## config.mk

```make
export PLATFORM = sky130hd
export DESIGN_NAME = vcfg_unit
export DESIGN_NICKNAME = d
export VERILOG_FILES = /design/src/rtl/vcfg_pkg.sv /design/src/rtl/vcfg_decode.sv /design/src/rtl/vcfg_legal.sv /design/src/rtl/vcfg_avl.sv /design/src/rtl/vcfg_unit.sv
export SDC_FILE = /design/constraint.sdc
export NUM_CORES = 1
export LEC_CHECK = 0
export CELL_PAD_IN_SITES_DETAIL_PLACEMENT = 1
export CELL_PAD_IN_SITES_GLOBAL_PLACEMENT = 1
export CORE_MARGIN = 2
export CORE_UTILIZATION = 39
export CTS_BUF_LIST = sky130_fd_sc_hd__clkbuf_2
export DETAILED_ROUTE_END_ITERATION = 10
export HOLD_SLACK_MARGIN = 0.03
export PLACE_DENSITY = 0.92
export REMOVE_ABC_BUFFERS = 1
export SYNTH_ARGS = -nofsm -noshare
export SYNTH_HDL_FRONTEND = slang
export SYNTH_HIERARCHICAL = 1
export SYNTH_SLANG_ARGS = --single-unit
```

## constraint.sdc

```tcl
create_clock -name clk -period 10.3 [get_ports clk]
set_input_delay 1.545 -clock clk [delete_from_list [all_inputs] [get_ports clk]]
set_output_delay 1.545 -clock clk [all_outputs]
set_load 0.02 [all_outputs]
```

## src/rtl/vcfg_pkg.sv

```systemverilog
package vcfg_pkg;

  typedef enum logic [1:0] {
    FORM_NONE,
    FORM_REG_AVL_IMM_VT,
    FORM_REG_AVL_REG_VT,
    FORM_IMM_AVL_IMM_VT
  } vcfg_form_e;

  typedef struct packed {
    logic       ma;
    logic       ta;
    logic [2:0] sew;
    logic [2:0] lmul;
  } vt_byte_t;

  localparam logic [6:0] OPC_VEC = 7'b1010111;
  localparam logic [2:0] F3_CFG  = 3'b111;

  // log2 of the element width in bits; only codes 0xx are meaningful
  function automatic int sew_log2(input logic [2:0] code);
    return 3 + int'(code[1:0]);
  endfunction

  // log2 of the grouping multiplier: the code taken as a signed value
  function automatic int lmul_log2(input logic [2:0] code);
    return int'($signed(code));
  endfunction

  function automatic int ratio_log2(input logic [2:0] sew, input logic [2:0] lmul);
    return sew_log2(sew) - lmul_log2(lmul);
  endfunction

  function automatic int vlmax_log2(input int vlen_log2, input logic [2:0] sew,
                                    input logic [2:0] lmul);
    return vlen_log2 + lmul_log2(lmul) - sew_log2(sew);
  endfunction

endpackage

```

## src/rtl/vcfg_decode.sv

```systemverilog
module vcfg_decode
  import vcfg_pkg::*;
#(
  parameter int XLEN = 32
) (
  input  logic [31:0]     instr_i,
  input  logic [XLEN-1:0] rs2_val_i,
  output logic            match_o,
  output vcfg_form_e      form_o,
  output vt_byte_t        vt_o,
  output logic            resv_nz_o,
  output logic [4:0]      rd_o,
  output logic [4:0]      rs1f_o
);

  logic fam;

  always_comb begin
    fam    = (instr_i[6:0] == OPC_VEC) && (instr_i[14:12] == F3_CFG);
    form_o = FORM_NONE;
    if (fam) begin
      if (!instr_i[31])                     form_o = FORM_REG_AVL_IMM_VT;
      else if (instr_i[31:25] == 7'b1000000) form_o = FORM_REG_AVL_REG_VT;
      else if (instr_i[31:30] == 2'b11)     form_o = FORM_IMM_AVL_IMM_VT;
    end
    match_o = (form_o != FORM_NONE);
  end

  always_comb begin
    rd_o   = instr_i[11:7];
    rs1f_o = instr_i[19:15];
    unique case (form_o)
      FORM_REG_AVL_REG_VT: begin
        vt_o      = vt_byte_t'(rs2_val_i[7:0]);
        resv_nz_o = |rs2_val_i[XLEN-1:8];
      end
      FORM_IMM_AVL_IMM_VT: begin
        vt_o      = vt_byte_t'(instr_i[27:20]);
        resv_nz_o = |instr_i[29:28];
      end
      default: begin
        vt_o      = vt_byte_t'(instr_i[27:20]);
        resv_nz_o = |instr_i[30:28];
      end
    endcase
  end

endmodule

```

## src/rtl/vcfg_legal.sv

```systemverilog
module vcfg_legal
  import vcfg_pkg::*;
#(
  parameter int XLEN      = 32,
  parameter int VLEN_LOG2 = 7,
  parameter int ELEN_LOG2 = 6
) (
  input  vt_byte_t        vt_i,
  input  logic            resv_nz_i,
  input  logic            cur_vill_i,
  input  logic [5:0]      cur_code_i,
  output logic            cfg_ok_o,
  output logic            ratio_same_o,
  output logic [XLEN-1:0] vlmax_o
);

  localparam logic [XLEN-1:0] ONE = XLEN'(1);

  int shamt;

  always_comb begin
    cfg_ok_o = !resv_nz_i && !vt_i.sew[2] && (vt_i.lmul != 3'b100) &&
               (sew_log2(vt_i.sew) <= lmul_log2(vt_i.lmul) + ELEN_LOG2);
    shamt    = cfg_ok_o ? vlmax_log2(VLEN_LOG2, vt_i.sew, vt_i.lmul) : 0;
    vlmax_o  = cfg_ok_o ? (ONE << shamt) : '0;
    ratio_same_o = !cur_vill_i &&
                   (ratio_log2(vt_i.sew, vt_i.lmul) ==
                    ratio_log2(cur_code_i[5:3], cur_code_i[2:0]));
  end

endmodule

```

## src/rtl/vcfg_avl.sv

```systemverilog
module vcfg_avl #(
  parameter int XLEN = 32
) (
  input  logic [XLEN-1:0] avl_i,
  input  logic [XLEN-1:0] vlmax_i,
  output logic [XLEN-1:0] vl_o
);

  logic [XLEN-1:0] twice;

  always_comb begin
    twice = vlmax_i << 1;
    if (avl_i <= vlmax_i)   vl_o = avl_i;
    else if (avl_i < twice) vl_o = (avl_i + XLEN'(1)) >> 1;
    else                    vl_o = vlmax_i;
  end

endmodule

```

## src/rtl/vcfg_unit.sv

```systemverilog
module vcfg_unit
  import vcfg_pkg::*;
#(
  parameter int XLEN      = 32,
  parameter int VLEN_LOG2 = 7,
  parameter int ELEN_LOG2 = 6
) (
  input  logic            clk,
  input  logic            rst_n,
  input  logic            valid_i,
  input  logic [31:0]     instr_i,
  input  logic [XLEN-1:0] rs1_val_i,
  input  logic [XLEN-1:0] rs2_val_i,
  output logic            match_o,
  output logic [XLEN-1:0] vtype_o,
  output logic [XLEN-1:0] vl_o,
  output logic            rd_we_o,
  output logic [4:0]      rd_idx_o,
  output logic [XLEN-1:0] rd_data_o,
  output logic            vstart_clr_o
);

  localparam logic [XLEN-1:0] VILL_WORD = {1'b1, {(XLEN-1){1'b0}}};

  vcfg_form_e      form;
  vt_byte_t        vt;
  logic            resv_nz;
  logic [4:0]      rd_f, rs1_f;
  logic            cfg_ok, ratio_same;
  logic [XLEN-1:0] vlmax, avl, avl_vl;

  logic [XLEN-1:0] vtype_q, vl_q, rd_data_q;
  logic            rd_we_q, clr_q;
  logic [4:0]      rd_idx_q;

  // events brought out for the checker
  logic acc_evt, bad_cfg_evt, keep_hold_evt;

  logic            use_avl, use_max, keep_req, keep_bad;
  logic [XLEN-1:0] vtype_n, vl_n;
  logic            we_n, clr_n;

  vcfg_decode #(.XLEN(XLEN)) u_dec (
    .instr_i   (instr_i),
    .rs2_val_i (rs2_val_i),
    .match_o   (match_o),
    .form_o    (form),
    .vt_o      (vt),
    .resv_nz_o (resv_nz),
    .rd_o      (rd_f),
    .rs1f_o    (rs1_f)
  );

  vcfg_legal #(.XLEN(XLEN), .VLEN_LOG2(VLEN_LOG2), .ELEN_LOG2(ELEN_LOG2)) u_legal (
    .vt_i         (vt),
    .resv_nz_i    (resv_nz),
    .cur_vill_i   (vtype_q[XLEN-1]),
    .cur_code_i   (vtype_q[5:0]),
    .cfg_ok_o     (cfg_ok),
    .ratio_same_o (ratio_same),
    .vlmax_o      (vlmax)
  );

  assign avl = (form == FORM_IMM_AVL_IMM_VT) ? XLEN'(rs1_f) : rs1_val_i;

  vcfg_avl #(.XLEN(XLEN)) u_avl (
    .avl_i   (avl),
    .vlmax_i (vlmax),
    .vl_o    (avl_vl)
  );

  always_comb begin
    use_avl  = (form == FORM_IMM_AVL_IMM_VT) || (rs1_f != 5'd0);
    use_max  = !use_avl && (rd_f != 5'd0);
    keep_req = !use_avl && (rd_f == 5'd0);
    keep_bad = keep_req && !ratio_same;

    if (!cfg_ok || keep_bad) begin
      vtype_n = VILL_WORD;
      vl_n    = '0;
    end else begin
      vtype_n = XLEN'(vt);
      if (use_avl)      vl_n = avl_vl;
      else if (use_max) vl_n = vlmax;
      else              vl_n = vl_q;
    end
    we_n  = cfg_ok && !keep_req && (rd_f != 5'd0);
    clr_n = cfg_ok;

    acc_evt       = valid_i && match_o;
    bad_cfg_evt   = !cfg_ok;
    keep_hold_evt = cfg_ok && keep_req && ratio_same;
  end

  always_ff @(posedge clk) begin
    if (!rst_n) begin
      vtype_q   <= VILL_WORD;
      vl_q      <= '0;
      rd_we_q   <= 1'b0;
      clr_q     <= 1'b0;
      rd_idx_q  <= '0;
      rd_data_q <= '0;
    end else begin
      rd_we_q <= acc_evt && we_n;
      clr_q   <= acc_evt && clr_n;
      if (acc_evt) begin
        vtype_q   <= vtype_n;
        vl_q      <= vl_n;
        rd_idx_q  <= rd_f;
        rd_data_q <= vl_n;
      end
    end
  end

  assign vtype_o      = vtype_q;
  assign vl_o         = vl_q;
  assign rd_we_o      = rd_we_q;
  assign rd_idx_o     = rd_idx_q;
  assign rd_data_o    = rd_data_q;
  assign vstart_clr_o = clr_q;

endmodule

```

==> results.toml <==
[status]
status = "finished, final reports clean"

[global_route]
grt.total_usage_pct = 24.5
overflow = 0
grt_pass1_vias = 7130
grt_max_degree = 36
grt_pass1_wl_mm = 36.6
antenna_found_initial = 0

[drt]
dr_total_vias = 6919
viasPerCell = 5.89
drt_iter0_drc = 481
wl_mm = 23.1
wl_per_cell_microns = 19.7
drc = 0
dr.pass1.iters = 5
ant_nets = 0

[pwr]
power.density_nw_per_um2 = 67.9
combPwrFrac_pct = 37.9
switchingPower_mw = 0.204
p_clk_share_pct = 29.4
internal-power_mw = 0.366
ir_drop_v = 0.0000425
switching_share_pct = 35.8
p_seq_share_pct = 32.7
leakage_nw = 3.22

[floorplan]
fp.dieArea_sq_um = 18700
ios = 203
core_area_sq_um = 17200
rows = 48
start_util_pct = 39.8
die-width_microns = 137
die_y_microns = 137

[timing]
hold_violations = 0
finalCritPeriodShare_pct = 86.2
max_freq_mhz = 113
setup_tns_ns = 0
relSlewSlack_pct = 12.8
period_minus_slack_ns = 8.88
setup_viol = 0
skew_ns = 0.0217
rsz0062_at_grt = "no"
drv_slew = 0
hold_slack_ns = 0.496
worst_pin_slew_ns = 1.31

[setup_path]
worstPathArrival_ns = 9.34
setup.worst_path.start_class = "input pin"
crit_required_ns = 10.76
path_max_fanout = 29
setup.worst_path.class = "input pin to register"
critPathCaptureType = "register"

[logic_synthesis]
synthesis.area_sq_um = 6860
ys_warn_count = 6
synth-async-reset-ratio_pct = 0
synth-seq-cells = 48
seq_area_frac_synth_pct = 14.0
synth-main-ff-cell = "dfxtp_1"
yosysUniqueCellTypes = 91
postSynthCellCount = 844
synth_edf_count = 0
synth_area_per_cell_sq_um = 8.13

[clocking]
clock-sinks = 48
root_buffer = "clkbuf_2"
cts_buffers = 5
cts_buffer_depth = 2
cts_max_level = 2
ctsResizeCount = 0
cts_hold_buf = 0
insertion_delay_ns = 0.54
cts_setup_buffers = 0
cts_tree = "done"
cts.clk_slew.worst_paths_ns = 0.28

[layout]
post-route-cell-area_sq_um = 8390
insertedDiodeCount = 0
nNetsFinal = 1134
drive_gt1_share_pct = 9.16
syn_to_final_growth_pct = 22.3

[placement]
io_buffers = 179
place_area_sq_um = 8280
place.gp.congestion = 0.901
hpwl_mm = 17.8

[flow_run]
drv_cap = 0

[min_path]
hold_class = "register to register"
==> per-layer routing <==
layer | vias up | wire (microns) | GRT usage [%] | part of all wire, %
met5 | - | 0 | 0 | 0
met2 | 256 | 11500 | 43.9 | 50
met3 | 62 | 1220 | 2.96 | 5.3
li1 | 3218 | - | - | -
met1 | 3383 | 9570 | 29.5 | 41
met4 | 0 | 758 | 9.61 | 3.3
==> metrics by stage <==
stage	total power, mW	util (%)	worst slack [ns]	cells
after floorplan	0.320	-	-1.89	758
after global placement	0.392	48.0	1.39	1167
after detailed placement	0.401	48.0	1.04	1167
after CTS	0.570	48.7	1.64	1175
after global routing	0.598	48.7	1.11	1175
final	0.570	48.7	1.42	1175
==> power by group through the flow <==
| stage | clock [mW] | combinational (mW) | sequential, mW |
|---|---|---|---|
| after global placement | 0 | 0.202 | 0.190 |
| after detailed placement | 0 | 0.211 | 0.190 |
| after global routing | 0.176 | 0.235 | 0.187 |
| after CTS | 0.171 | 0.213 | 0.187 |
| after floorplan | 0 | 0.130 | 0.190 |
| final | 0.168 | 0.216 | 0.187 |
==> layout by cell type, fill, tap and decap left out, types with 32 or more instances in the layout <==
cell type	count
a21oi_1	37
a221o_1	34
clkdlybuf4s50_1	179
dfxtp_1	48
ha_1	82
inv_1	59
nand2_1	65
nor4_1	32
o21ai_0	44
==> cell usage after synthesis (all sizes together), types with 14 or more instances <==
cell type  number  area, sq um
buf            94          717
nand4          21          159
ha             82         1030
a221o          34          340
and2           30          188
mux2i          22          220
nor2           33          155
nor4           35          246
dfxtp          48          961
inv            59          221
and3           37          264
xnor2          15          146
a21oi          40          219
nand3          14         75.1
o21ai          44          220
nor3           22          131
xor2           14          123
nand2          66          250
==> kinds of logic (layout without fill, tap and decap cells) <==
logic type | count (synthesis) | count (layout) | synth area share (%)
AND/OR/NAND/NOR | 292 | 292 | 25.4
XOR/XNOR | 30 | 30 | 4.25
buffers and inverters | 167 | 251 | 14.7
other | 1 | 23 | 0.0547
AO/OA/AOI/OAI | 186 | 186 | 20.1
flip-flops | 48 | 48 | 14.0
multiplexers | 34 | 34 | 5.45
adder cells (fa/ha/maj) | 86 | 86 | 16.1
==> layout make-up <==
cell class,instances,area (sq um)
Clock buffer,5,25.0
Clock inverter,3,90.1
Fill cell,2084,8840
Inverter,59,221
Multi-Input combinational cell,651,4980
Sequential cell,48,961
Tap cell,225,282
Timing Repair Buffer,184,1830
==> registers in the layout, indices dropped and copies added (netlist names) <==
name,flops
rd_idx_o,5
vtype_o,9
vstart_clr_o,1
rd_data_o,32
rd_we_o,1
==> path summary, 6_finish.rpt <==
kind	cells after the start	start	endpoint	slack, ns
setup / recovery	25	instr_i[1]	rd_data_o[22]	1.42
hold / removal	2	rd_idx_o[2]	rd_idx_o[2]	0.50
setup reg to reg	12	vtype_o[3]	rd_data_o[30]	6.73
hold reg to reg	2	rd_idx_o[2]	rd_idx_o[2]	0.50
==> critical path, cell delays in order <==
cell	delay (ns)
clkdlybuf4s50_1	0.45
and4b_2	0.30
nand4_4	0.17
nor2_8	0.24
mux2_4	0.34
inv_1	0.07
ha_1	0.23
inv_1	0.09
ha_1	0.36
ha_1	0.19
inv_1	0.06
fa_1	0.47
o21ai_0	0.36
o211ai_4	0.32
nor4_1	0.73
inv_1	0.15
ha_1	0.35
nand4_1	0.17
or4_4	0.64
a311oi_4	0.56
nor2_4	0.26
nor2_1	0.57
a221oi_1	0.22
and3_2	0.21
a221o_1	0.25
No activity file was read; power rests on OpenSTA's default activity.
